## config.mk

```make
export PLATFORM = sky130hd
export DESIGN_NAME = valley_threshold_finder
export DESIGN_NICKNAME = d
export VERILOG_FILES = /design/src/rtl/vt_pkg.sv /design/src/rtl/vt_colmax.sv /design/src/rtl/vt_binmap.sv /design/src/rtl/vt_hist.sv /design/src/rtl/vt_scan.sv /design/src/rtl/valley_threshold_finder.sv
export SDC_FILE = /design/constraint.sdc
export NUM_CORES = 1
export LEC_CHECK = 0
export ABC_CLOCK_PERIOD_IN_PS = 3900
export BUFFER_PORTS_ARGS = -buffer_cell sky130_fd_sc_hd__buf_4
export CORE_ASPECT_RATIO = 0.75
export CORE_MARGIN = 5
export CORE_UTILIZATION = 58
export DETAILED_ROUTE_END_ITERATION = 10
export PLACE_DENSITY = 0.83
export SYNTH_ARGS = -nofsm -noshare
export SYNTH_HDL_FRONTEND = slang
export SYNTH_SLANG_ARGS = --single-unit
```

## constraint.sdc

```tcl
create_clock -name clk -period 3.9 [get_ports clk]
set_input_delay 0.78 -clock clk [delete_from_list [all_inputs] [get_ports clk]]
set_output_delay 0.78 -clock clk [all_outputs]
set_load 0.01 [all_outputs]
```

## src/rtl/vt_pkg.sv

```systemverilog
package vt_pkg;
  typedef enum logic [1:0] {
    SC_IDLE = 2'd0,
    SC_LOAD = 2'd1,
    SC_SCAN = 2'd2
  } scan_st_t;
endpackage

```

## src/rtl/vt_colmax.sv

```systemverilog
module vt_colmax #(
  parameter int ROWS   = 8,
  parameter int COLS   = 16,
  parameter int DIST_W = 16
) (
  input  logic              clk,
  input  logic              rst,
  input  logic              frame_start,
  input  logic              px_valid,
  input  logic [DIST_W-1:0] px_dist,
  output logic              cm_valid,
  output logic [DIST_W-1:0] cm_value,
  output logic              cm_last
);
  localparam int ROW_W = (ROWS > 1) ? $clog2(ROWS) : 1;
  localparam int COL_W = (COLS > 1) ? $clog2(COLS) : 1;

  logic [ROW_W-1:0]  row_q;
  logic [COL_W-1:0]  col_q;
  logic              active_q;
  logic [DIST_W-1:0] run_q;
  logic [DIST_W-1:0] cur;

  always_comb begin
    if (row_q == '0) cur = px_dist;
    else             cur = (px_dist > run_q) ? px_dist : run_q;
  end

  always_ff @(posedge clk) begin
    if (rst) begin
      row_q    <= '0;
      col_q    <= '0;
      active_q <= 1'b0;
      run_q    <= '0;
      cm_valid <= 1'b0;
      cm_value <= '0;
      cm_last  <= 1'b0;
    end else if (frame_start) begin
      row_q    <= '0;
      col_q    <= '0;
      active_q <= 1'b1;
      cm_valid <= 1'b0;
      cm_last  <= 1'b0;
    end else begin
      cm_valid <= 1'b0;
      cm_last  <= 1'b0;
      if (px_valid && active_q) begin
        run_q <= cur;
        if (row_q == ROW_W'(ROWS-1)) begin
          row_q    <= '0;
          cm_valid <= 1'b1;
          cm_value <= cur;
          if (col_q == COL_W'(COLS-1)) begin
            cm_last  <= 1'b1;
            active_q <= 1'b0;
            col_q    <= '0;
          end else begin
            col_q <= col_q + 1'b1;
          end
        end else begin
          row_q <= row_q + 1'b1;
        end
      end
    end
  end
endmodule

```

## src/rtl/vt_binmap.sv

```systemverilog
module vt_binmap #(
  parameter int DIST_W = 16,
  parameter int NBINS  = 10,
  parameter int BIN_W  = $clog2(NBINS)
) (
  input  logic              clk,
  input  logic              rst,
  input  logic              frame_start,
  input  logic              in_valid,
  input  logic [DIST_W-1:0] in_value,
  input  logic              in_last,
  input  logic [DIST_W-1:0] bin_width,
  output logic              bin_valid,
  output logic [BIN_W-1:0]  bin_idx,
  output logic              bin_last
);
  localparam int EW = DIST_W + BIN_W;

  logic [NBINS-1:0] ge;
  logic [BIN_W-1:0] idx_c;

  assign ge[0] = 1'b0;
  for (genvar k = 1; k < NBINS; k++) begin : g_edge
    logic [EW-1:0] edge_k;
    assign edge_k = EW'(k) * EW'(bin_width);
    assign ge[k]  = (EW'(in_value) >= edge_k);
  end

  always_comb begin
    idx_c = '0;
    for (int k = 1; k < NBINS; k++) begin
      if (ge[k]) idx_c = BIN_W'(k);
    end
  end

  always_ff @(posedge clk) begin
    if (rst || frame_start) begin
      bin_valid <= 1'b0;
      bin_idx   <= '0;
      bin_last  <= 1'b0;
    end else begin
      bin_valid <= in_valid;
      bin_last  <= in_valid && in_last;
      if (in_valid) bin_idx <= idx_c;
    end
  end
endmodule

```

## src/rtl/vt_hist.sv

```systemverilog
module vt_hist #(
  parameter int NBINS = 10,
  parameter int CNT_W = 5,
  parameter int BIN_W = $clog2(NBINS)
) (
  input  logic             clk,
  input  logic             rst,
  input  logic             frame_start,
  input  logic             inc_valid,
  input  logic [BIN_W-1:0] inc_bin,
  input  logic             inc_last,
  input  logic [BIN_W-1:0] rd_addr,
  output logic [CNT_W-1:0] rd_cnt,
  output logic [BIN_W-1:0] peak_bin,
  output logic             built
);
  logic [CNT_W-1:0] cnt_q [NBINS];
  logic [CNT_W-1:0] peak_cnt_q;
  logic [CNT_W-1:0] next_cnt;

  assign next_cnt = cnt_q[inc_bin] + 1'b1;
  assign rd_cnt   = cnt_q[rd_addr];

  always_ff @(posedge clk) begin
    if (rst || frame_start) begin
      for (int i = 0; i < NBINS; i++) cnt_q[i] <= '0;
      peak_cnt_q <= '0;
      peak_bin   <= '0;
      built      <= 1'b0;
    end else begin
      built <= inc_valid && inc_last;
      if (inc_valid) begin
        cnt_q[inc_bin] <= next_cnt;
        if (next_cnt > peak_cnt_q) begin
          peak_cnt_q <= next_cnt;
          peak_bin   <= inc_bin;
        end
      end
    end
  end
endmodule

```

## src/rtl/vt_scan.sv

```systemverilog
module vt_scan
  import vt_pkg::*;
#(
  parameter int DIST_W = 16,
  parameter int NBINS  = 10,
  parameter int CNT_W  = 5,
  parameter int BIN_W  = $clog2(NBINS)
) (
  input  logic                    clk,
  input  logic                    rst,
  input  logic                    frame_start,
  input  logic                    built,
  input  logic [BIN_W-1:0]        peak_bin,
  input  logic [CNT_W-1:0]        rd_cnt,
  input  logic [DIST_W-1:0]       bin_width,
  output logic [BIN_W-1:0]        rd_addr,
  output logic                    done,
  output logic [DIST_W+BIN_W-1:0] thr,
  output logic                    no_object
);
  localparam int TW = DIST_W + BIN_W;
  localparam logic [BIN_W-1:0] TOP = BIN_W'(NBINS-1);

  scan_st_t         st_q;
  logic [BIN_W-1:0] idx_q;
  logic [CNT_W-1:0] prev_q;
  logic [TW-1:0]    span_top;
  logic [TW-1:0]    edge_idx;

  assign span_top = TW'(NBINS) * TW'(bin_width);
  assign edge_idx = TW'(idx_q) * TW'(bin_width);
  assign rd_addr  = (st_q == SC_LOAD) ? peak_bin : idx_q;

  always_ff @(posedge clk) begin
    if (rst) begin
      st_q      <= SC_IDLE;
      idx_q     <= '0;
      prev_q    <= '0;
      done      <= 1'b0;
      thr       <= '0;
      no_object <= 1'b0;
    end else if (frame_start) begin
      st_q <= SC_IDLE;
      done <= 1'b0;
    end else begin
      done <= 1'b0;
      unique case (st_q)
        SC_IDLE: if (built) st_q <= SC_LOAD;
        SC_LOAD: begin
          prev_q <= rd_cnt;
          if (peak_bin == TOP) begin
            thr       <= span_top;
            no_object <= 1'b1;
            done      <= 1'b1;
            st_q      <= SC_IDLE;
          end else begin
            idx_q <= peak_bin + 1'b1;
            st_q  <= SC_SCAN;
          end
        end
        SC_SCAN: begin
          if (rd_cnt > prev_q) begin
            thr       <= edge_idx;
            no_object <= 1'b0;
            done      <= 1'b1;
            st_q      <= SC_IDLE;
          end else if (idx_q == TOP) begin
            thr       <= span_top;
            no_object <= 1'b1;
            done      <= 1'b1;
            st_q      <= SC_IDLE;
          end else begin
            prev_q <= rd_cnt;
            idx_q  <= idx_q + 1'b1;
          end
        end
        default: st_q <= SC_IDLE;
      endcase
    end
  end
endmodule

```

## src/rtl/valley_threshold_finder.sv

```systemverilog
module valley_threshold_finder #(
  parameter int ROWS   = 8,
  parameter int COLS   = 16,
  parameter int DIST_W = 16,
  parameter int NBINS  = 10,
  parameter int BIN_W  = $clog2(NBINS)
) (
  input  logic                    clk,
  input  logic                    rst,
  input  logic                    frame_start,
  input  logic                    px_valid,
  input  logic [DIST_W-1:0]       px_dist,
  input  logic [DIST_W-1:0]       bin_width,
  output logic                    done,
  output logic [DIST_W+BIN_W-1:0] thr,
  output logic                    no_object
);
  localparam int CNT_W = $clog2(COLS + 1);

  logic              cm_valid, cm_last;
  logic [DIST_W-1:0] cm_value;
  logic              bin_valid, bin_last;
  logic [BIN_W-1:0]  bin_idx;
  logic [BIN_W-1:0]  rd_addr, peak_bin;
  logic [CNT_W-1:0]  rd_cnt;
  logic              built;

  vt_colmax #(.ROWS(ROWS), .COLS(COLS), .DIST_W(DIST_W)) u_colmax (
    .clk(clk), .rst(rst), .frame_start(frame_start),
    .px_valid(px_valid), .px_dist(px_dist),
    .cm_valid(cm_valid), .cm_value(cm_value), .cm_last(cm_last)
  );

  vt_binmap #(.DIST_W(DIST_W), .NBINS(NBINS), .BIN_W(BIN_W)) u_binmap (
    .clk(clk), .rst(rst), .frame_start(frame_start),
    .in_valid(cm_valid), .in_value(cm_value), .in_last(cm_last),
    .bin_width(bin_width),
    .bin_valid(bin_valid), .bin_idx(bin_idx), .bin_last(bin_last)
  );

  vt_hist #(.NBINS(NBINS), .CNT_W(CNT_W), .BIN_W(BIN_W)) u_hist (
    .clk(clk), .rst(rst), .frame_start(frame_start),
    .inc_valid(bin_valid), .inc_bin(bin_idx), .inc_last(bin_last),
    .rd_addr(rd_addr), .rd_cnt(rd_cnt), .peak_bin(peak_bin), .built(built)
  );

  vt_scan #(.DIST_W(DIST_W), .NBINS(NBINS), .CNT_W(CNT_W), .BIN_W(BIN_W)) u_scan (
    .clk(clk), .rst(rst), .frame_start(frame_start), .built(built),
    .peak_bin(peak_bin), .rd_cnt(rd_cnt), .bin_width(bin_width),
    .rd_addr(rd_addr), .done(done), .thr(thr), .no_object(no_object)
  );
endmodule

```

==> results.toml <==
[die]
dieHeight_um = 157.7
die_x_um = 206.9
initial_core_util_pct = 58.48
row_count = 54
dieArea_um2 = 32630
io_pins = 58
core-area_um2 = 28850

[grt]
track_usage_pct = 33.69
grt_pass1_vias = 16625
grt_max_degree = 29
grt_pass1_wl_um = 86840
grt_overflow = 0
antenna_found_initial = 0

[logic_synthesis]
ys_ff_latch = 175
synthTopCellsByArea = "ha_1 20%, edfxtp_1 14%, dfxtp_1 11%"
synth_warnings = 0
ys_seq_area_share_pct = 25.51
synth_nets = 2152
synth-edff-count = 80
syn_area_um2 = 16870
postSynthCellCount = 1799
synth_top_cell_area_share_pct = 20.02
async_reset_ff_share_pct = 0
synth.avg_cell_area_um2 = 9.378
yosysTopAreaCell = "ha_1"
ys.flop_type = "dfxtp_1"
yosysUniqueCellTypes = 91

[critical_path]
worst_ep_arrival_time_ns = 4.53
crit_type = "in2reg"
start_kind = "input pin"
crit_required_ns = 4.23
cp_max_fo = 3
endpoint_kind = "flip-flop"

[drt]
wl_per_cell_um = 22.81
viasPerCell = 6.540
via_count = 16599
antenna_left = 0
drt_first_pass_iters = 6
wirelength_um = 57880
drc = 0
drtIter0Drc = 1870

[power_and_ir_drop]
power.density_nw_per_um2 = 263.2
ir_drop_v = 0.0003416
leakagePower_uw = 0.009684

[clocking]
cts_buffers = 17
cts_root_buf = "clkbuf_16"
clk_path_buf_depth = 2
cts_sinks = 175
insertion_delay_ns = 0.45
path_clk_slew_ns = 0.08
postCtsHoldBufs = 0
cts-htree-levels = 4
cts_tree = "yes"

[run]
drv_cap = 0

[placed_design]
post_dp_cell_area_um2 = 19800
io_buffers = 57
post-dp-hpwl_um = 40440
place_congestion = 0.9776

[finish]
fin_util_pct = 75.29
multi_input_area_um2 = 12860
final_cell_area_um2 = 21720
synthToLayoutAreaGrowth_pct = 28.75
post_route_cells_drive_above_1_share_pct = 29.22
finish.net_count = 2486
seq_area_um2 = 4309
antennaDiodeCount = 0
fillers = 1822

[sta]
fin_crit_ns = 4.197
fin_crit_sh_pct = 107.6
setup_viol = 18
fin_skew_ns = 0.01887
worst_pin_slew_ns = 1.282
max_freq_mhz = 238.3
rsz0062_at_grt = "true"
fin_setup_tns_ns = -2.623
relSlewSlack_pct = 13.39
fin_ws_ns = -0.2969
hold_viol = 0
slew_viol_final = 0

[run_status]
violations = "setup timing"
status = "finished with violations"

[worst_hold_path]
hold_class = "reg2reg"
[layout make-up]
cell class                 instances  share of cell area (%)
sequential                       175                   19.84
timing repair buffer             361                   13.86
inverter                         121                   2.091
tap                              392                   2.258
multi-input combinational       1457                   59.22
clock inverter                    14                  0.7488
clock buffer                      18                   1.976
[final timing paths]
check	startpoint	to	slack, ns	cells past startpoint
max reg2reg	u_scan.st_q[1]	u_scan.idx_q[3]	-0.20	16
min	u_scan.thr[14]	u_scan.thr[14]	0.47	2
min reg2reg	u_scan.thr[14]	u_scan.thr[14]	0.47	2
max	bin_width[0]	u_binmap.bin_idx[2]	-0.30	19
[sequential cells by signal, summed over array words and instances (netlist names), 2 cells and up, named ones only]
name / flops
u_binmap.bin_idx: 4
u_scan.st_q: 2
u_colmax.col_q: 4
u_colmax.run_q: 16
u_hist.peak_cnt_q: 5
u_hist.peak_bin: 4
u_colmax.cm_value: 16
u_colmax.row_q: 3
u_scan.thr: 20
u_scan.prev_q: 5
u_hist.cnt_q: 80
u_scan.idx_q: 4
[metal layers]
metal	vias to the layer above	global-route usage, %	routed length, um
met5	-	0	0
li1	7322	-	-
met1	7921	44.56	22320
met4	0	11.67	2476
met3	256	7.905	6413
met2	1100	54.80	26670
[cell usage in the layout, fill, tap and decap left out, types with 27 or more instances in the layout]
cell type | netlist | routed
buf_4 | 3 | 322
ha_1 | 270 | 246
nor2_1 | 162 | 153
nand2_1 | 151 | 139
a21oi_1 | 134 | 113
inv_1 | 119 | 113
dfxtp_1 | 95 | 91
edfxtp_1 | 80 | 80
mux2i_1 | 54 | 48
o21ai_0 | 68 | 47
mux4_2 | 45 | 45
nand3_1 | 45 | 43
fa_1 | 47 | 42
nor3_1 | 45 | 40
a21o_1 | 35 | 35
xor2_1 | 29 | 28
o21a_1 | 27 | 27
[logic make-up after synthesis]
kind of cell	share of synthesized area, %
AOI/OAI and AO/OA	16.33
xor gates and xnor gates	2.959
adders and majority gates	25.60
buffers and inverters	3.983
DFF	25.51
muxes	9.478
and+or+nand+nor	16.14
[per-stage QoR]
step                hold WS (ns)  total power [uW]  worst slack, ns  std cells
floorplan                 0.4363              2955          -0.1335       1799
global placement          0.4414              3588          -0.7204       2457
detailed placement        0.4506              3668          -0.9276       2457
CTS                       0.4607              5531          -0.1765       2521
global route              0.4918              5925          -0.4181       2538
finish                    0.4723              5717          -0.2969       2538
[Yosys cell counts, types with 17 or more instances]
cell / count
a21oi_1: 134
mux4_2: 45
ha_1: 270
a211oi_1: 27
a31oi_1: 17
nor2b_1: 31
clkbuf_1: 36
xnor2_1: 28
inv_1: 119
a21o_1: 35
nor2_1: 162
o21ai_0: 68
nand2_1: 151
dfxtp_1: 95
o21a_1: 27
mux2i_1: 54
edfxtp_1: 80
xor2_1: 29
nand3_1: 45
nor3_1: 45
nand2b_1: 20
and2_1: 28
fa_1: 47
[worst max-delay path, stage by stage]
cell and delay, ns:
buf_8 0.11, fa_1 0.56, ha_2 0.20, inv_2 0.04
fa_2 0.36, nor2b_4 0.17, o31ai_4 0.09, a21oi_2 0.17
nor2_1 0.09, xor2_1 0.15, ha_1 0.35, a21oi_2 0.21
o21ai_4 0.09, a211oi_2 0.24, nor3_2 0.10, o41ai_2 0.34
nor3_2 0.09, o31ai_1 0.26, a21oi_1 0.12
[power by group]
group / total, uW / switching, uW / internal, uW
sequential: 1970 / 25.6 / 1940
combinational: 1950 / 1030 / 919
clock: 1800 / 793 / 1010
total: 5720 / 1850 / 3870
[repair_timing]
item | CTS | global route
resized for setup | 126 | 94
endpoints found under the setup margin | 33 | 46
gates cloned | 0 | 3
pin swaps | 92 | 58
setup buffers | 32 | 18
No activity file was read; power rests on OpenSTA's default activity.
